===== src/rtl/dds_quad_pkg.sv =====
package dds_quad_pkg;

   localparam real TWO_PI = 6.283185307179586;

   // Rounded magnitude of point addr in a quarter wave of depth points.
   function automatic int quarter_mag(int addr, int depth, int full);
      real ang;
      real v;
      ang = TWO_PI * real'(addr) / real'(4 * depth);
      v   = real'(full) * $sin(ang);
      return $rtoi(v + 0.5);
   endfunction

endpackage


===== src/rtl/dds_lfsr.sv =====
module dds_lfsr #(
   parameter int W = 24
) (
   input  logic         clk,
   input  logic         rst_n,
   input  logic         step,
   output logic [W-1:0] state
);

   logic fb;

   generate
      if (W == 24) begin : g_w24
         assign fb = state[23] ^ state[22] ^ state[21] ^ state[16];
      end else if (W == 16) begin : g_w16
         assign fb = state[15] ^ state[14] ^ state[12] ^ state[3];
      end else begin : g_bad
         $error("dds_lfsr: no tap set for this width");
         assign fb = 1'b0;
      end
   endgenerate

   always_ff @(posedge clk) begin
      if (!rst_n)    state <= W'(1);
      else if (step) state <= {state[W-2:0], fb};
   end

   // a maximal sequence never reaches the all-zero lock state
   p_lfsr_live_r10: assert property (@(posedge clk) disable iff (!rst_n)
      step |=> state != '0);

endmodule


===== src/rtl/dds_phase_front.sv =====
module dds_phase_front #(
   parameter int PHASE_W = 32,
   parameter int IDX_W   = 8,
   parameter int FRAC_W  = PHASE_W - IDX_W
) (
   input  logic               clk,
   input  logic               rst_n,
   input  logic               smp_en,
   input  logic [PHASE_W-1:0] tune,
   input  logic [PHASE_W-1:0] fm,
   input  logic [PHASE_W-1:0] pm,
   input  logic               dith_en,
   input  logic [FRAC_W-1:0]  dith,
   output logic [IDX_W-1:0]   idx_i,
   output logic [IDX_W-1:0]   idx_q,
   output logic               v1
);

   localparam logic [IDX_W-1:0] QTR = IDX_W'(1) << (IDX_W - 2);

   logic [PHASE_W-1:0] acc;
   logic [PHASE_W-1:0] dith_ext;
   logic [PHASE_W-1:0] phase;
   logic [IDX_W-1:0]   near;

   assign dith_ext = dith_en ? {{IDX_W{1'b0}}, dith} : '0;
   assign phase    = acc + pm + dith_ext;
   assign near     = phase[PHASE_W-1 -: IDX_W] + IDX_W'(phase[FRAC_W-1]);

   always_ff @(posedge clk) begin
      if (!rst_n) begin
         acc   <= '0;
         idx_i <= '0;
         idx_q <= '0;
         v1    <= 1'b0;
      end else begin
         v1 <= smp_en;
         if (smp_en) begin
            acc   <= acc + tune + fm;
            idx_i <= near;
            idx_q <= near + QTR;
         end
      end
   end

   // no strobe, no phase movement
   p_acc_hold_r3: assert property (@(posedge clk) disable iff (!rst_n)
      !smp_en |=> $stable(acc));

   // a zero net step keeps the accumulator whatever the phase offset
   p_pm_no_store_r8: assert property (@(posedge clk) disable iff (!rst_n)
      (smp_en && (tune + fm) == '0) |=> $stable(acc));

endmodule


===== src/rtl/dds_sine_map.sv =====
module dds_sine_map #(
   parameter int IDX_W = 8,
   parameter int OUT_W = 16
) (
   input  logic                    clk,
   input  logic                    rst_n,
   input  logic                    en,
   input  logic [IDX_W-1:0]        idx,
   output logic signed [OUT_W-1:0] smp
);

   localparam int MAG_W  = OUT_W - 1;
   localparam int ADDR_W = IDX_W - 2;
   localparam int DEPTH  = 1 << ADDR_W;
   localparam int FULL   = (1 << MAG_W) - 1;
   localparam logic [IDX_W-1:0] QTR = IDX_W'(1) << ADDR_W;

   logic [MAG_W-1:0]  rom [DEPTH];
   logic [1:0]        quad;
   logic [ADDR_W-1:0] a;
   logic [ADDR_W-1:0] mirr;
   logic [MAG_W-1:0]  mag;

   for (genvar g = 0; g < DEPTH; g++) begin : g_rom
      localparam int V = dds_quad_pkg::quarter_mag(g, DEPTH, FULL);
      assign rom[g] = MAG_W'(V);
   end

   assign quad = idx[IDX_W-1 -: 2];
   assign a    = idx[ADDR_W-1:0];
   assign mirr = ~a + ADDR_W'(1);

   always_comb begin
      if (quad[0]) mag = (a == '0) ? MAG_W'(FULL) : rom[mirr];
      else         mag = rom[a];
   end

   always_ff @(posedge clk) begin
      if (!rst_n)  smp <= '0;
      else if (en) smp <= quad[1] ? -$signed({1'b0, mag}) : $signed({1'b0, mag});
   end

   // first half cycle is never negative, second half never positive
   p_upper_half_r5: assert property (@(posedge clk) disable iff (!rst_n)
      (en && !idx[IDX_W-1]) |=> smp >= 0);
   p_lower_half_r5: assert property (@(posedge clk) disable iff (!rst_n)
      (en && idx[IDX_W-1]) |=> smp <= 0);
   // the quarter point reaches full scale through the mirrored path
   p_peak_r5: assert property (@(posedge clk) disable iff (!rst_n)
      (en && idx == QTR) |=> smp == FULL);

endmodule


===== src/rtl/dds_am_scale.sv =====
module dds_am_scale #(
   parameter int OUT_W = 16,
   parameter int AM_W  = 16
) (
   input  logic                    clk,
   input  logic                    rst_n,
   input  logic                    en,
   input  logic signed [OUT_W-1:0] smp,
   input  logic [AM_W-1:0]         gain,
   output logic signed [OUT_W-1:0] y
);

   localparam int PROD_W = OUT_W + AM_W + 1;

   logic signed [PROD_W-1:0] prod;

   assign prod = PROD_W'(smp) * PROD_W'($signed({1'b0, gain}));

   always_ff @(posedge clk) begin
      if (!rst_n)  y <= '0;
      else if (en) y <= prod[AM_W +: OUT_W];
   end

   // a gain below one never grows the magnitude or flips the sign
   p_am_shrink_r9: assert property (@(posedge clk) disable iff (!rst_n)
      en |=> ($past(smp) >= 0) ? (y >= 0 && y <= $past(smp))
                               : (y <= 0 && y >= $past(smp)));

endmodule


===== src/rtl/dds_quad.sv =====
module dds_quad #(
   parameter int PHASE_W    = 32,
   parameter int IDX_W      = 8,
   parameter int OUT_W      = 16,
   parameter int AM_W       = 16,
   parameter bit USE_DITHER = 1'b1
) (
   input  logic                    clk,
   input  logic                    rst_n,
   input  logic                    smp_en,
   input  logic [PHASE_W-1:0]      tune_word,
   input  logic [PHASE_W-1:0]      fm_delta,
   input  logic [PHASE_W-1:0]      pm_offset,
   input  logic [AM_W-1:0]         am_gain,
   input  logic                    dith_en,
   output logic signed [OUT_W-1:0] i_out,
   output logic signed [OUT_W-1:0] q_out,
   output logic                    out_valid
);

   localparam int FRAC_W = PHASE_W - IDX_W;
   localparam int N_CH   = 2;

   if (IDX_W < 3)            $error("dds_quad: IDX_W too small");
   if (OUT_W < 4)            $error("dds_quad: OUT_W too small");
   if (PHASE_W <= IDX_W + 1) $error("dds_quad: no fractional phase bits");

   logic [FRAC_W-1:0]       dith;
   logic [IDX_W-1:0]        idx_ch [N_CH];
   logic signed [OUT_W-1:0] smp_ch [N_CH];
   logic signed [OUT_W-1:0] out_ch [N_CH];
   logic                    v1, v2;
   logic [AM_W-1:0]         am_p1, am_p2;

   generate
      if (USE_DITHER) begin : g_dither
         dds_lfsr #(.W(FRAC_W)) u_lfsr (
            .clk   (clk),
            .rst_n (rst_n),
            .step  (smp_en),
            .state (dith)
         );
      end else begin : g_no_dither
         assign dith = '0;
      end
   endgenerate

   dds_phase_front #(.PHASE_W(PHASE_W), .IDX_W(IDX_W), .FRAC_W(FRAC_W)) u_front (
      .clk     (clk),
      .rst_n   (rst_n),
      .smp_en  (smp_en),
      .tune    (tune_word),
      .fm      (fm_delta),
      .pm      (pm_offset),
      .dith_en (dith_en),
      .dith    (dith),
      .idx_i   (idx_ch[0]),
      .idx_q   (idx_ch[1]),
      .v1      (v1)
   );

   for (genvar c = 0; c < N_CH; c++) begin : g_ch
      dds_sine_map #(.IDX_W(IDX_W), .OUT_W(OUT_W)) u_map (
         .clk   (clk),
         .rst_n (rst_n),
         .en    (v1),
         .idx   (idx_ch[c]),
         .smp   (smp_ch[c])
      );
      dds_am_scale #(.OUT_W(OUT_W), .AM_W(AM_W)) u_am (
         .clk   (clk),
         .rst_n (rst_n),
         .en    (v2),
         .smp   (smp_ch[c]),
         .gain  (am_p2),
         .y     (out_ch[c])
      );
   end

   always_ff @(posedge clk) begin
      if (!rst_n) begin
         v2        <= 1'b0;
         out_valid <= 1'b0;
         am_p1     <= '0;
         am_p2     <= '0;
      end else begin
         v2        <= v1;
         out_valid <= v2;
         if (smp_en) am_p1 <= am_gain;
         if (v1)     am_p2 <= am_p1;
      end
   end

   assign i_out = out_ch[0];
   assign q_out = out_ch[1];

   // fixed three-cycle latency, no sample without a strobe
   p_latency_r2: assert property (@(posedge clk) disable iff (!rst_n)
      smp_en |-> ##3 out_valid);
   p_no_spurious_r2: assert property (@(posedge clk) disable iff (!rst_n)
      !smp_en |-> ##3 !out_valid);

endmodule


===== config.mk =====
export PLATFORM = sky130hd
export DESIGN_NAME = dds_quad
export DESIGN_NICKNAME = d
export VERILOG_FILES = /design/src/rtl/dds_quad_pkg.sv /design/src/rtl/dds_lfsr.sv /design/src/rtl/dds_phase_front.sv /design/src/rtl/dds_sine_map.sv /design/src/rtl/dds_am_scale.sv /design/src/rtl/dds_quad.sv
export SDC_FILE = /design/constraint.sdc
export NUM_CORES = 2
export LEC_CHECK = 0
export BUFFER_PORTS_ARGS = -buffer_cell sky130_fd_sc_hd__buf_2
export CORE_UTILIZATION = 40
export CTS_CLUSTER_SIZE = 24
export DETAILED_ROUTE_END_ITERATION = 10
export PLACE_DENSITY = 0.57
export SLEW_MARGIN = 10
export SYNTH_ARGS = -nofsm -noshare
export SYNTH_HDL_FRONTEND = slang
export SYNTH_SLANG_ARGS = --single-unit

===== constraint.sdc =====
create_clock -name clk -period 5.61 [get_ports clk]
set_input_delay 1.122 -clock clk [delete_from_list [all_inputs] [get_ports clk]]
set_output_delay 1.122 -clock clk [all_outputs]
set_load 0.02 [all_outputs]

==> impl_metrics.env <==
export IMPL_rsz0062_at_grt="true"
export IMPL_cts_root_buf="clkbuf_16"
export IMPL_die_area_mm2=0.0758
export IMPL_end_kind="flop"
export IMPL_finalHoldViolations=0
export IMPL_drt_iter0_markers=1605
export IMPL_die_w_um=275
export IMPL_tightest_slew_ns=0.904
export IMPL_pre_cts_slack_ns=-0.662
export IMPL_final_max_slew_violation_count=0
export IMPL_vias=24300
export IMPL_gp_congestion=0.896
export IMPL_crit_fanout=6
export IMPL_grt_remaining_overflow=0
export IMPL_drt_antenna_violating_nets=0
export IMPL_syn_to_final_growth_pct=15.6
export IMPL_crit_type="reg -> reg"
export IMPL_die_h_um=275
export IMPL_synth_area_per_cell_um2=8.64
export IMPL_path_clk_slew_ns=0.08
export IMPL_violations="negative setup slack"
export IMPL_synth_top_family_by_area="adder cells"
export IMPL_cts_tree="yes"
export IMPL_netlist_instances=3455
export IMPL_final_nets=4545
export IMPL_cts_buffers=17
export IMPL_synth_top_flop_cell="dfxtp_1"
export IMPL_num_fill_cells=7180
export IMPL_maxCapViolCount=0
export IMPL_setup_viol=26
export IMPL_async_flop_share_pct=0
export IMPL_yosysWarnings=0
export IMPL_synth_seq_cells=165
export IMPL_hold_class="reg -> reg"
export IMPL_grt_antenna_before_repair=4
export IMPL_slew_headroom_pct=39.4
export IMPL_p_per_area_mw_per_mm2=301
export IMPL_grt_max_degree=68
export IMPL_grt_pass1_wl_um=131000
export IMPL_setup_slack_ns=-0.317
export IMPL_cp_data_required_time_ns=5.97
export IMPL_firstDrtPassIters=5
export IMPL_num_rows=99
export IMPL_yosys_area_share_simple_pct=17.7
export IMPL_grt_pass1_vias=24500
export IMPL_fmax_mhz=169
export IMPL_track_usage_pct=21.9
export IMPL_period_needed_ns=5.93
export IMPL_clockBufferDepth=2
export IMPL_power_leakage_nw=17.1
export IMPL_synthAdderAreaFrac_pct=43.0
export IMPL_fin_tns_setup_ns=-4.41
export IMPL_final_area_mm2=0.0345
export IMPL_port_buffers=148
export IMPL_clk_latency_ns=0.50
export IMPL_start_util_pct=40.7
export IMPL_synth_compound_area_share_pct=11.1
export IMPL_synth_edff_count=0
export IMPL_synth_xor_area_share_pct=3.32
export IMPL_place_area_mm2=0.0329
export IMPL_r2r_setup_slack_ns=-0.32
export IMPL_wl_per_cell_um=17.4
export IMPL_ys_seq_area_share_pct=11.1
export IMPL_cp_data_arrival_time_ns=6.28
export IMPL_yosysUniqueCellTypes=85
export IMPL_drc=0
export IMPL_synth_mux_area_fraction_pct=4.63
export IMPL_layout_drive_gt1_share_pct=16.8
export IMPL_start_kind="flop"
export IMPL_dp_hpwl_um=64700
export IMPL_status="finished, violations left"
export IMPL_io_pins=149
export IMPL_wirelength_um=80600
export IMPL_clock_sinks=165
export IMPL_via_per_inst=5.23
export IMPL_postCtsHoldBufs=0
export IMPL_ir_drop_mv=0.322
export IMPL_synth_area_mm2=0.0299
export IMPL_power_w=0.0104
export IMPL_coreArea_mm2=0.0735
export IMPL_period_share_pct=106
export IMPL_htree_levels=4
export IMPL_syn_num_nets=4333
export IMPL_fin_skew_ns=0.0127
timing repair:
| item | in CTS | in global routing |
|---|---|---|
| endpoints found under the setup margin | 31 | 32 |
| gates cloned | 2 | 0 |
| buffers inserted | 23 | 12 |
| gates resized for setup | 106 | 67 |
| pin swaps | 72 | 49 |
Yosys cell counts, types with 7 or more instances:
library cell	count	share of area (%)
inv_1	502	6.3
fa_1	441	30
nand2_1	347	4.4
ha_1	321	13
and2_1	259	5.4
nor2_1	253	3.2
dfxtp_1	165	11
clkbuf_1	156	2.0
mux2i_1	128	4.3
a21oi_1	123	2.1
o21ai_0	90	1.5
xnor2_1	63	1.8
nand3_1	47	0.79
a211oi_1	39	0.98
nand2b_1	39	0.82
xor2_1	39	1.1
nor3_1	31	0.52
o211ai_1	27	0.68
a21o_1	26	0.65
nor2b_1	24	0.50
a31oi_1	23	0.48
o31ai_1	22	0.55
buf_2	21	0.35
buf_1	16	0.20
nand4_1	15	0.31
and3_1	13	0.27
a311oi_1	12	0.35
nand3b_1	12	0.30
a2111oi_0	11	0.32
o21a_1	11	0.28
a211o_1	10	0.29
or3_1	10	0.21
buf_4	9	0.23
nor4_1	8	0.17
a221oi_1	7	0.21
or2_2	7	0.15
critical path, cell delays in order (launching register included):
cell	delay, ns
dfxtp_4	0.38
buf_12	0.13
buf_4	0.11
buf_6	0.11
nand2_1	0.07
fa_1	0.51
inv_1	0.05
fa_1	0.49
fa_2	0.59
fa_2	0.43
fa_1	0.48
inv_1	0.05
fa_2	0.52
inv_2	0.04
ha_4	0.15
a2111o_1	0.38
o2111ai_2	0.10
a21oi_4	0.08
a21oi_4	0.18
o21ai_2	0.08
o41a_1	0.34
buf_4	0.16
xor2_1	0.15
mux2i_1	0.13
nor2_1	0.06
layer usage:
| metal | global-route usage [%] | vias up | part of all wire (%) |
|---|---|---|---|
| li1 | - | 11600 | - |
| met1 | 29.3 | 12100 | 45 |
| met2 | 37.3 | 480 | 49 |
| met3 | 2.47 | 91 | 3.6 |
| met4 | 6.14 | 2 | 2.3 |
| met5 | 0 | - | 0.016 |
layout make-up:
cell class | count | area, µm² | area share (%)
Multi-Input combinational cell | 2579 | 24400 | 70.7
Sequential cell | 165 | 3370 | 9.75
Timing Repair Buffer | 397 | 2990 | 8.65
Inverter | 507 | 1910 | 5.52
Tap cell | 959 | 1200 | 3.48
Clock buffer | 17 | 425 | 1.23
Clock inverter | 15 | 220 | 0.638
Antenna cell | 2 | 5.00 | 0.0145
through the flow:
step           utilization [%]  hold slack [ns]  std cells
5_1_grt                   47.0            0.488       4641
3_3_place_gp              44.8            0.471       4572
6_report                  47.0            0.471       4641
3_5_place_dp              44.8            0.479       4572
4_1_cts                   46.5            0.481       4629
2_1_floorplan                -            0.460       3455
cell usage in the layout (no fill, tap or decap), types with 24 or more instances in the layout:
cell,count
a211oi_1,37
dfxtp_1,132
nand2b_1,39
ha_1,308
buf_4,207
fa_1,421
dfxtp_2,24
nand2_1,340
o21ai_0,82
nand3_1,47
o211ai_1,27
a21oi_1,111
a21o_1,26
inv_2,24
nor2_1,245
xor2_1,34
xnor2_1,60
and2_1,243
buf_2,147
nor3_1,31
inv_1,479
mux2i_1,128
cell families (layout without fill, tap and decap cells):
group	count (synthesis)	after routing
AND/OR/NAND/NOR	1085	1085
XOR/XNOR	107	107
multiplexers	135	135
AO/OA/AOI/OAI	490	490
buffers and inverters	711	936
other	0	2
flip-flops	165	165
adder cells (fa/ha/maj)	762	762
flip-flops by register name, summed over array words and instances (netlist names):
register,flops
u_front.acc,32
v2,1
g_ch.u_am.y,32
am_p2,16
g_ch.u_map.smp,32
am_p1,16
u_front.v1,1
u_front.idx_q,8
g_dither.u_lfsr.state,24
u_front.idx_i,2
out_valid,1
worst paths after layout:
kind | start | end | cells after the start
worst max-delay path | am_p2[7] | g_ch[1].u_am.y[13] | 24
worst min-delay path | g_ch[0].u_am.y[5] | g_ch[0].u_am.y[5] | 2
worst max register to register | am_p2[7] | g_ch[1].u_am.y[13] | 24
worst min register to register | g_ch[0].u_am.y[5] | g_ch[0].u_am.y[5] | 2
power breakdown:
part	switching [W]	leakage, nW	internal [W]	total [W]
registers	0.000300	1.37	0.00135	0.00165
clock network	0.000670	0.309	0.000622	0.00129
logic	0.00454	15.4	0.00293	0.00747
No activity file was read; power rests on OpenSTA's default activity.
